File: src/rtl/sweep_gate_pkg.sv
package sweep_gate_pkg;

  typedef enum logic [1:0] {
    ST_WAIT  = 2'd0,
    ST_SWEEP = 2'd1,
    ST_HOLD  = 2'd2
  } sg_state_e;

  localparam logic [1:0] MODE_AUTO   = 2'b00;
  localparam logic [1:0] MODE_NORMAL = 2'b01;
  localparam logic [1:0] MODE_SINGLE = 2'b10;

endpackage

File: src/rtl/sweep_ramp_cnt.sv
// Ramp position counter. The length is latched when the sweep starts.
module sweep_ramp_cnt #(
  parameter int CNT_W = 16
) (
  input  logic             clk,
  input  logic             rst_n,
  input  logic             load_i,
  input  logic             run_i,
  input  logic [CNT_W-1:0] len_i,
  output logic [CNT_W-1:0] pos_o,
  output logic             last_o
);

  localparam logic [CNT_W-1:0] ONE = {{(CNT_W-1){1'b0}}, 1'b1};

  logic [CNT_W-1:0] pos_q;
  logic [CNT_W-1:0] lim_q;
  logic [CNT_W-1:0] lim_d;
  logic             at_lim;

  assign lim_d  = (len_i == '0) ? '0 : len_i - ONE;
  assign at_lim = (pos_q == lim_q);
  assign last_o = run_i && at_lim;
  assign pos_o  = pos_q;

  always_ff @(posedge clk or negedge rst_n) begin
    if (!rst_n) begin
      pos_q <= '0;
      lim_q <= '0;
    end else if (load_i) begin
      pos_q <= '0;
      lim_q <= lim_d;
    end else if (run_i && !at_lim) begin
      pos_q <= pos_q + ONE;
    end
  end

endmodule

File: src/rtl/sweep_holdoff_tmr.sv
// Hold-off interval timer. The length is latched on the last sweep cycle.
module sweep_holdoff_tmr #(
  parameter int CNT_W = 16
) (
  input  logic             clk,
  input  logic             rst_n,
  input  logic             load_i,
  input  logic             run_i,
  input  logic [CNT_W-1:0] len_i,
  output logic             done_o
);

  localparam logic [CNT_W-1:0] ONE = {{(CNT_W-1){1'b0}}, 1'b1};

  logic [CNT_W-1:0] cnt_q;
  logic [CNT_W-1:0] lim_q;
  logic [CNT_W-1:0] lim_d;
  logic             at_lim;

  assign lim_d  = (len_i == '0) ? '0 : len_i - ONE;
  assign at_lim = (cnt_q == lim_q);
  assign done_o = run_i && at_lim;

  always_ff @(posedge clk or negedge rst_n) begin
    if (!rst_n) begin
      cnt_q <= '0;
      lim_q <= '0;
    end else if (load_i) begin
      cnt_q <= '0;
      lim_q <= lim_d;
    end else if (run_i && !at_lim) begin
      cnt_q <= cnt_q + ONE;
    end
  end

endmodule

File: src/rtl/sweep_auto_tmr.sv
// Counts waiting cycles with no trigger. It clears whenever it is not running.
module sweep_auto_tmr #(
  parameter int AUTO_WAIT = 1000
) (
  input  logic clk,
  input  logic rst_n,
  input  logic run_i,
  output logic expire_o
);

  localparam int            AW  = $clog2(AUTO_WAIT + 1);
  localparam logic [AW-1:0] LIM = AW'(AUTO_WAIT - 1);
  localparam logic [AW-1:0] ONE = AW'(1);

  logic [AW-1:0] cnt_q;
  logic [AW-1:0] cnt_d;
  logic          at_lim;

  assign at_lim   = (cnt_q == LIM);
  assign expire_o = run_i && at_lim;

  always_comb begin
    cnt_d = cnt_q;
    if (!run_i || at_lim) begin
      cnt_d = '0;
    end else begin
      cnt_d = cnt_q + ONE;
    end
  end

  always_ff @(posedge clk or negedge rst_n) begin
    if (!rst_n) begin
      cnt_q <= '0;
    end else begin
      cnt_q <= cnt_d;
    end
  end

endmodule

File: src/rtl/sweep_gate_fsm.sv
// Wait / sweep / hold-off sequencer with mode rules, arming and the trigger flag.
module sweep_gate_fsm
  import sweep_gate_pkg::*;
(
  input  logic       clk,
  input  logic       rst_n,
  input  logic [1:0] mode_i,
  input  logic       trig_i,
  input  logic       arm_i,
  input  logic       ramp_last_i,
  input  logic       hold_done_i,
  input  logic       auto_expire_i,
  output sg_state_e  state_o,
  output logic       start_o,
  output logic       not_trig_o
);

  sg_state_e state_q, state_d;
  logic      armed_q, armed_d;
  logic      ntrig_q, ntrig_d;
  logic      is_auto, is_single, waiting;
  logic      trig_start, auto_start;

  assign is_auto    = (mode_i == MODE_AUTO);
  assign is_single  = (mode_i == MODE_SINGLE);
  assign waiting    = (state_q == ST_WAIT);
  assign trig_start = waiting && trig_i && (!is_single || armed_q);
  assign auto_start = waiting && is_auto && auto_expire_i;
  assign start_o    = trig_start || auto_start;

  always_comb begin
    state_d = state_q;
    unique case (state_q)
      ST_WAIT:  if (start_o)     state_d = ST_SWEEP;
      ST_SWEEP: if (ramp_last_i) state_d = ST_HOLD;
      ST_HOLD:  if (hold_done_i) state_d = ST_WAIT;
      default:                   state_d = ST_WAIT;
    endcase
  end

  always_comb begin
    armed_d = armed_q;
    if (start_o && is_single) begin
      armed_d = 1'b0;
    end else if (arm_i) begin
      armed_d = 1'b1;
    end
  end

  always_comb begin
    ntrig_d = ntrig_q;
    if (trig_start) begin
      ntrig_d = 1'b0;
    end else if (auto_expire_i) begin
      ntrig_d = 1'b1;
    end
  end

  always_ff @(posedge clk or negedge rst_n) begin
    if (!rst_n) begin
      state_q <= ST_WAIT;
      armed_q <= 1'b0;
      ntrig_q <= 1'b1;
    end else begin
      state_q <= state_d;
      armed_q <= armed_d;
      ntrig_q <= ntrig_d;
    end
  end

  assign state_o    = state_q;
  assign not_trig_o = ntrig_q;

endmodule

File: src/rtl/sweep_gate_ctrl.sv
module sweep_gate_ctrl
  import sweep_gate_pkg::*;
#(
  parameter int CNT_W     = 16,
  parameter int AUTO_WAIT = 1000
) (
  input  logic             clk,
  input  logic             rst_n,
  input  logic [1:0]       mode_i,
  input  logic             trig_i,
  input  logic             arm_i,
  input  logic [CNT_W-1:0] holdoff_len_i,
  input  logic [CNT_W-1:0] sweep_len_i,
  output logic             ramp_run_o,
  output logic             gate_o,
  output logic             not_trig_o,
  output logic             sweep_end_o,
  output logic [CNT_W-1:0] ramp_pos_o
);

  // Reset: asserted asynchronously, released on the clock after two stages.
  logic [1:0] rst_pipe_q;
  logic       rst_sync_n;

  always_ff @(posedge clk or negedge rst_n) begin
    if (!rst_n) begin
      rst_pipe_q <= 2'b00;
    end else begin
      rst_pipe_q <= {rst_pipe_q[0], 1'b1};
    end
  end
  assign rst_sync_n = rst_pipe_q[1];

  sg_state_e state;
  logic      start;
  logic      ramp_last;
  logic      hold_done;
  logic      auto_expire;
  logic      in_sweep;
  logic      in_hold;
  logic      auto_run;

  assign in_sweep = (state == ST_SWEEP);
  assign in_hold  = (state == ST_HOLD);
  assign auto_run = (state == ST_WAIT) && !trig_i;

  sweep_gate_fsm u_fsm (
    .clk           (clk),
    .rst_n         (rst_sync_n),
    .mode_i        (mode_i),
    .trig_i        (trig_i),
    .arm_i         (arm_i),
    .ramp_last_i   (ramp_last),
    .hold_done_i   (hold_done),
    .auto_expire_i (auto_expire),
    .state_o       (state),
    .start_o       (start),
    .not_trig_o    (not_trig_o)
  );

  sweep_ramp_cnt #(.CNT_W(CNT_W)) u_ramp (
    .clk    (clk),
    .rst_n  (rst_sync_n),
    .load_i (start),
    .run_i  (in_sweep),
    .len_i  (sweep_len_i),
    .pos_o  (ramp_pos_o),
    .last_o (ramp_last)
  );

  sweep_holdoff_tmr #(.CNT_W(CNT_W)) u_hold (
    .clk    (clk),
    .rst_n  (rst_sync_n),
    .load_i (ramp_last),
    .run_i  (in_hold),
    .len_i  (holdoff_len_i),
    .done_o (hold_done)
  );

  sweep_auto_tmr #(.AUTO_WAIT(AUTO_WAIT)) u_auto (
    .clk      (clk),
    .rst_n    (rst_sync_n),
    .run_i    (auto_run),
    .expire_o (auto_expire)
  );

  assign ramp_run_o  = in_sweep;
  assign gate_o      = in_sweep;
  assign sweep_end_o = ramp_last;

endmodule

File: config.mk
export PLATFORM = sky130hd
export DESIGN_NAME = sweep_gate_ctrl
export DESIGN_NICKNAME = d
export VERILOG_FILES = /design/src/rtl/sweep_gate_pkg.sv /design/src/rtl/sweep_ramp_cnt.sv /design/src/rtl/sweep_holdoff_tmr.sv /design/src/rtl/sweep_auto_tmr.sv /design/src/rtl/sweep_gate_fsm.sv /design/src/rtl/sweep_gate_ctrl.sv
export SDC_FILE = /design/constraint.sdc
export NUM_CORES = 1
export LEC_CHECK = 0
export ABC_AREA = 1
export BUFFER_PORTS_ARGS = -buffer_cell sky130_fd_sc_hd__buf_2
export CORE_ASPECT_RATIO = 0.6
export CORE_MARGIN = 3
export CORE_UTILIZATION = 45
export CTS_BUF_LIST = sky130_fd_sc_hd__clkbuf_16
export DETAILED_ROUTE_END_ITERATION = 16
export HOLD_SLACK_MARGIN = 0.03
export PLACE_DENSITY = 0.62
export SKIP_CTS_REPAIR_TIMING = 1
export SLEW_MARGIN = 10
export SYNTH_ARGS = -nofsm -noshare
export SYNTH_HDL_FRONTEND = slang
export SYNTH_SLANG_ARGS = --single-unit
File: constraint.sdc
create_clock -name clk -period 3 [get_ports clk]
set_input_delay 0.45 -clock clk [delete_from_list [all_inputs] [get_ports clk]]
set_output_delay 0.45 -clock clk [all_outputs]
set_load 0.03 [all_outputs]
==> reports/qor.yml <==
clk_latency_ns: 0.34
worst-path-max-fanout: 14
routed_via_density: 4.99
arrival_ns: 1.98
hold_ws_ns: 0.335
hold_start: "arm_i"
critPathKind: "register to output port"
grt_max_degree: 79
synthDistinctLibCells: 32
syn-mean-instance-area_um2: 6.80
ys.flop_type: "dfrtp_1"
ys_seq_area_share_pct: 37.2
fin_nets: 889
cp.required_ns: 2.55
final_common_cell: "nand2_1"
finalSetupTns_ns: 0
setup_viol: 0
final_cells: 1009
dieHeight_um: 90.7
syn2layout_area_growth_pct: 12.9
io_pins: 58
die-area_um2: 13400
synth_adder_area_share_pct: 1.63
start_util_pct: 46.9
htree_num_levels: 3
synth_top_family_by_area: "simple AND/OR/NAND/NOR gates"
num_rows: 30
slew_headroom_pct: 32.3
vias: 5039
drc: 0
yosys_warnings: 0
grt_pass1_vias: 4600
dpl.cell_count: 992
coreArea_um2: 11500
ys_async_sr_fraction_pct: 100
synth.area.top_cells: "dfrtp_1, nand2_1, nor2_1"
period_needed_ns: 2.43
end_kind: "output port"
dp_hpwl_um: 10300
cp-startpoint: "u_ramp.pos_o[0]"
io_buffers: 57
synth_xor_area_share_pct: 8.30
cts.clk_slew.worst_paths_ns: 0.06
routed_wl_um: 13900
gp_congestion: 0.918
cts_tree: "built"
hold_path_class: "input pin to register"
cts_buffers: 9
antenna_cells: 0
ir_worst_vdd_uv: 315
synth-compound-area-share_pct: 3.58
maxCapViolations: 0
worstReg2RegStart: "u_ramp.pos_o[0]"
synthMuxAreaShare_pct: 0
most-common-layout-cells: "nand2_1, nor2_1, inv_1, dfrtp_1, nand3_1"
routedWlPerCell_um: 13.8
dr.pass1.iters: 5
fin_skew_ns: 0.00519
p_per_area_nw_per_um2: 379
p_leak_nw: 3.08
max_freq_mhz: 412
cts_sinks: 80
synth_top_area_share_pct: 36.7
synth_edf_count: 0
cts-root-buf: "clkbuf_16"
mappedNetlistNets: 836
startpoint_type: "register"
synth.ff_latch_count: 80
fin_crit_sh_pct: 80.9
antenna_found_initial: 0
grt_pass1_wl_um: 23400
hold_viol_final: 0
netlist_area_um2: 5380
power_mw: 2.30
outcome: "finished, final reports clean"
slew_violations: 0
grt_setup_unrepaired: "false"
tightest_slew_ns: 1.02
cts.path.max_buffers: 2
chipWidth_um: 147
syn_inst: 791
post-synth-top-area-cell: "dfrtp_1"
grt_usage_pct: 21.5
first_iter_violations: 420
ant_nets: 0
grt_overflow_total: 0
final_layout_size_suffix_gt1_share_pct: 11.5
synth_simple_gate_area_share_pct: 40.5
-- per-stage QoR --
| stage | cell area (µm²) | worst slack [ns] | utilization, % |
|---|---|---|---|
| 3_5_place_dp | 5770 | 0.905 | 50.2 |
| 4_1_cts | 6070 | 0.562 | 52.8 |
| 3_3_place_gp | 5770 | 0.872 | 50.2 |
| 6_report | 6080 | 0.572 | 52.9 |
| 5_1_grt | 6080 | 0.431 | 52.9 |
| 2_1_floorplan | 5380 | 0.609 | - |
-- state kept, by name, summed over array words and instances (netlist names) --
signal,cells
u_hold.cnt_q,16
u_hold.lim_q,16
u_ramp.lim_q,16
u_ramp.pos_o,16
u_auto.cnt_q,10
rst_pipe_q,2
u_fsm.state_o,2
u_fsm.armed_q,1
u_fsm.not_trig_o,1
-- power breakdown --
part / switching, mW / total [mW] / internal, mW / leakage, nW
Combinational: 0.0597 / 0.102 / 0.0425 / 2.02
Sequential: 0.0201 / 1.10 / 1.08 / 0.921
Clock: 0.457 / 1.10 / 0.644 / 0.139
Total: 0.537 / 2.30 / 1.77 / 3.08
-- Yosys cell counts, types with 2 or more instances --
| library cell | count |
|---|---|
| nand2_1 | 256 |
| nor2_1 | 115 |
| inv_1 | 81 |
| dfrtp_1 | 79 |
| nand3_1 | 73 |
| xor2_1 | 46 |
| nand4_1 | 27 |
| o21ai_0 | 23 |
| nor3_1 | 12 |
| buf_2 | 11 |
| inv_2 | 11 |
| o21ai_1 | 9 |
| ha_1 | 7 |
| nand3b_1 | 5 |
| xnor2_1 | 5 |
| buf_6 | 4 |
| nor3b_1 | 4 |
| a21oi_1 | 3 |
| nand2_2 | 3 |
| nor2_4 | 3 |
| buf_4 | 2 |
| nand2_4 | 2 |
-- kinds of logic after synthesis --
logic type               Yosys count
AO/OA/AOI/OAI                     37
buffers and inverters            111
adder cells (fa/ha/maj)            7
flip-flops                        80
XOR/XNOR                          51
AND/OR/NAND/NOR                  504
other                              1
-- worst max-delay path, cell delays in order (launching register included) --
cell and delay [ns]:
dfrtp_1 0.51, inv_2 0.08, nand2_1 0.08, nand2_1 0.05, nor2_1 0.10, nand2_1 0.11, nor2_4 0.18, nand3_4 0.08
inv_2 0.19, buf_2 0.24
-- final timing paths --
kind | endpoint | slack [ns] | depth (start not counted)
worst max register to register | u_ramp.pos_o[9] | 1.13 | 11
worst min-delay path | u_fsm.armed_q | 0.33 | 3
worst max-delay path | sweep_end_o | 0.57 | 9
worst min register to register | rst_pipe_q[1] | 0.36 | 0
max in group asynchronous | u_hold.cnt_q[14] | 1.83 | 0
min in group asynchronous | rst_pipe_q[0] | 0.42 | 2
-- final cells by class --
| type | instances | area [µm²] |
|---|---|---|
| Fill cell | 1168 | 5410 |
| Multi-Input combinational cell | 600 | 2910 |
| Sequential cell | 80 | 2010 |
| Inverter | 92 | 345 |
| Timing Repair Buffer | 61 | 318 |
| Clock buffer | 9 | 225 |
| Tap cell | 160 | 200 |
| Clock inverter | 7 | 71.3 |
-- per-layer routing --
layer  GRT usage, %  part of all wire [%]
met1           34.8                    54
met2           28.1                    38
met3           5.07                   6.2
met4           5.58                   1.4
met5              0                     0
Note: power is estimated with default switching activity, not from simulation.
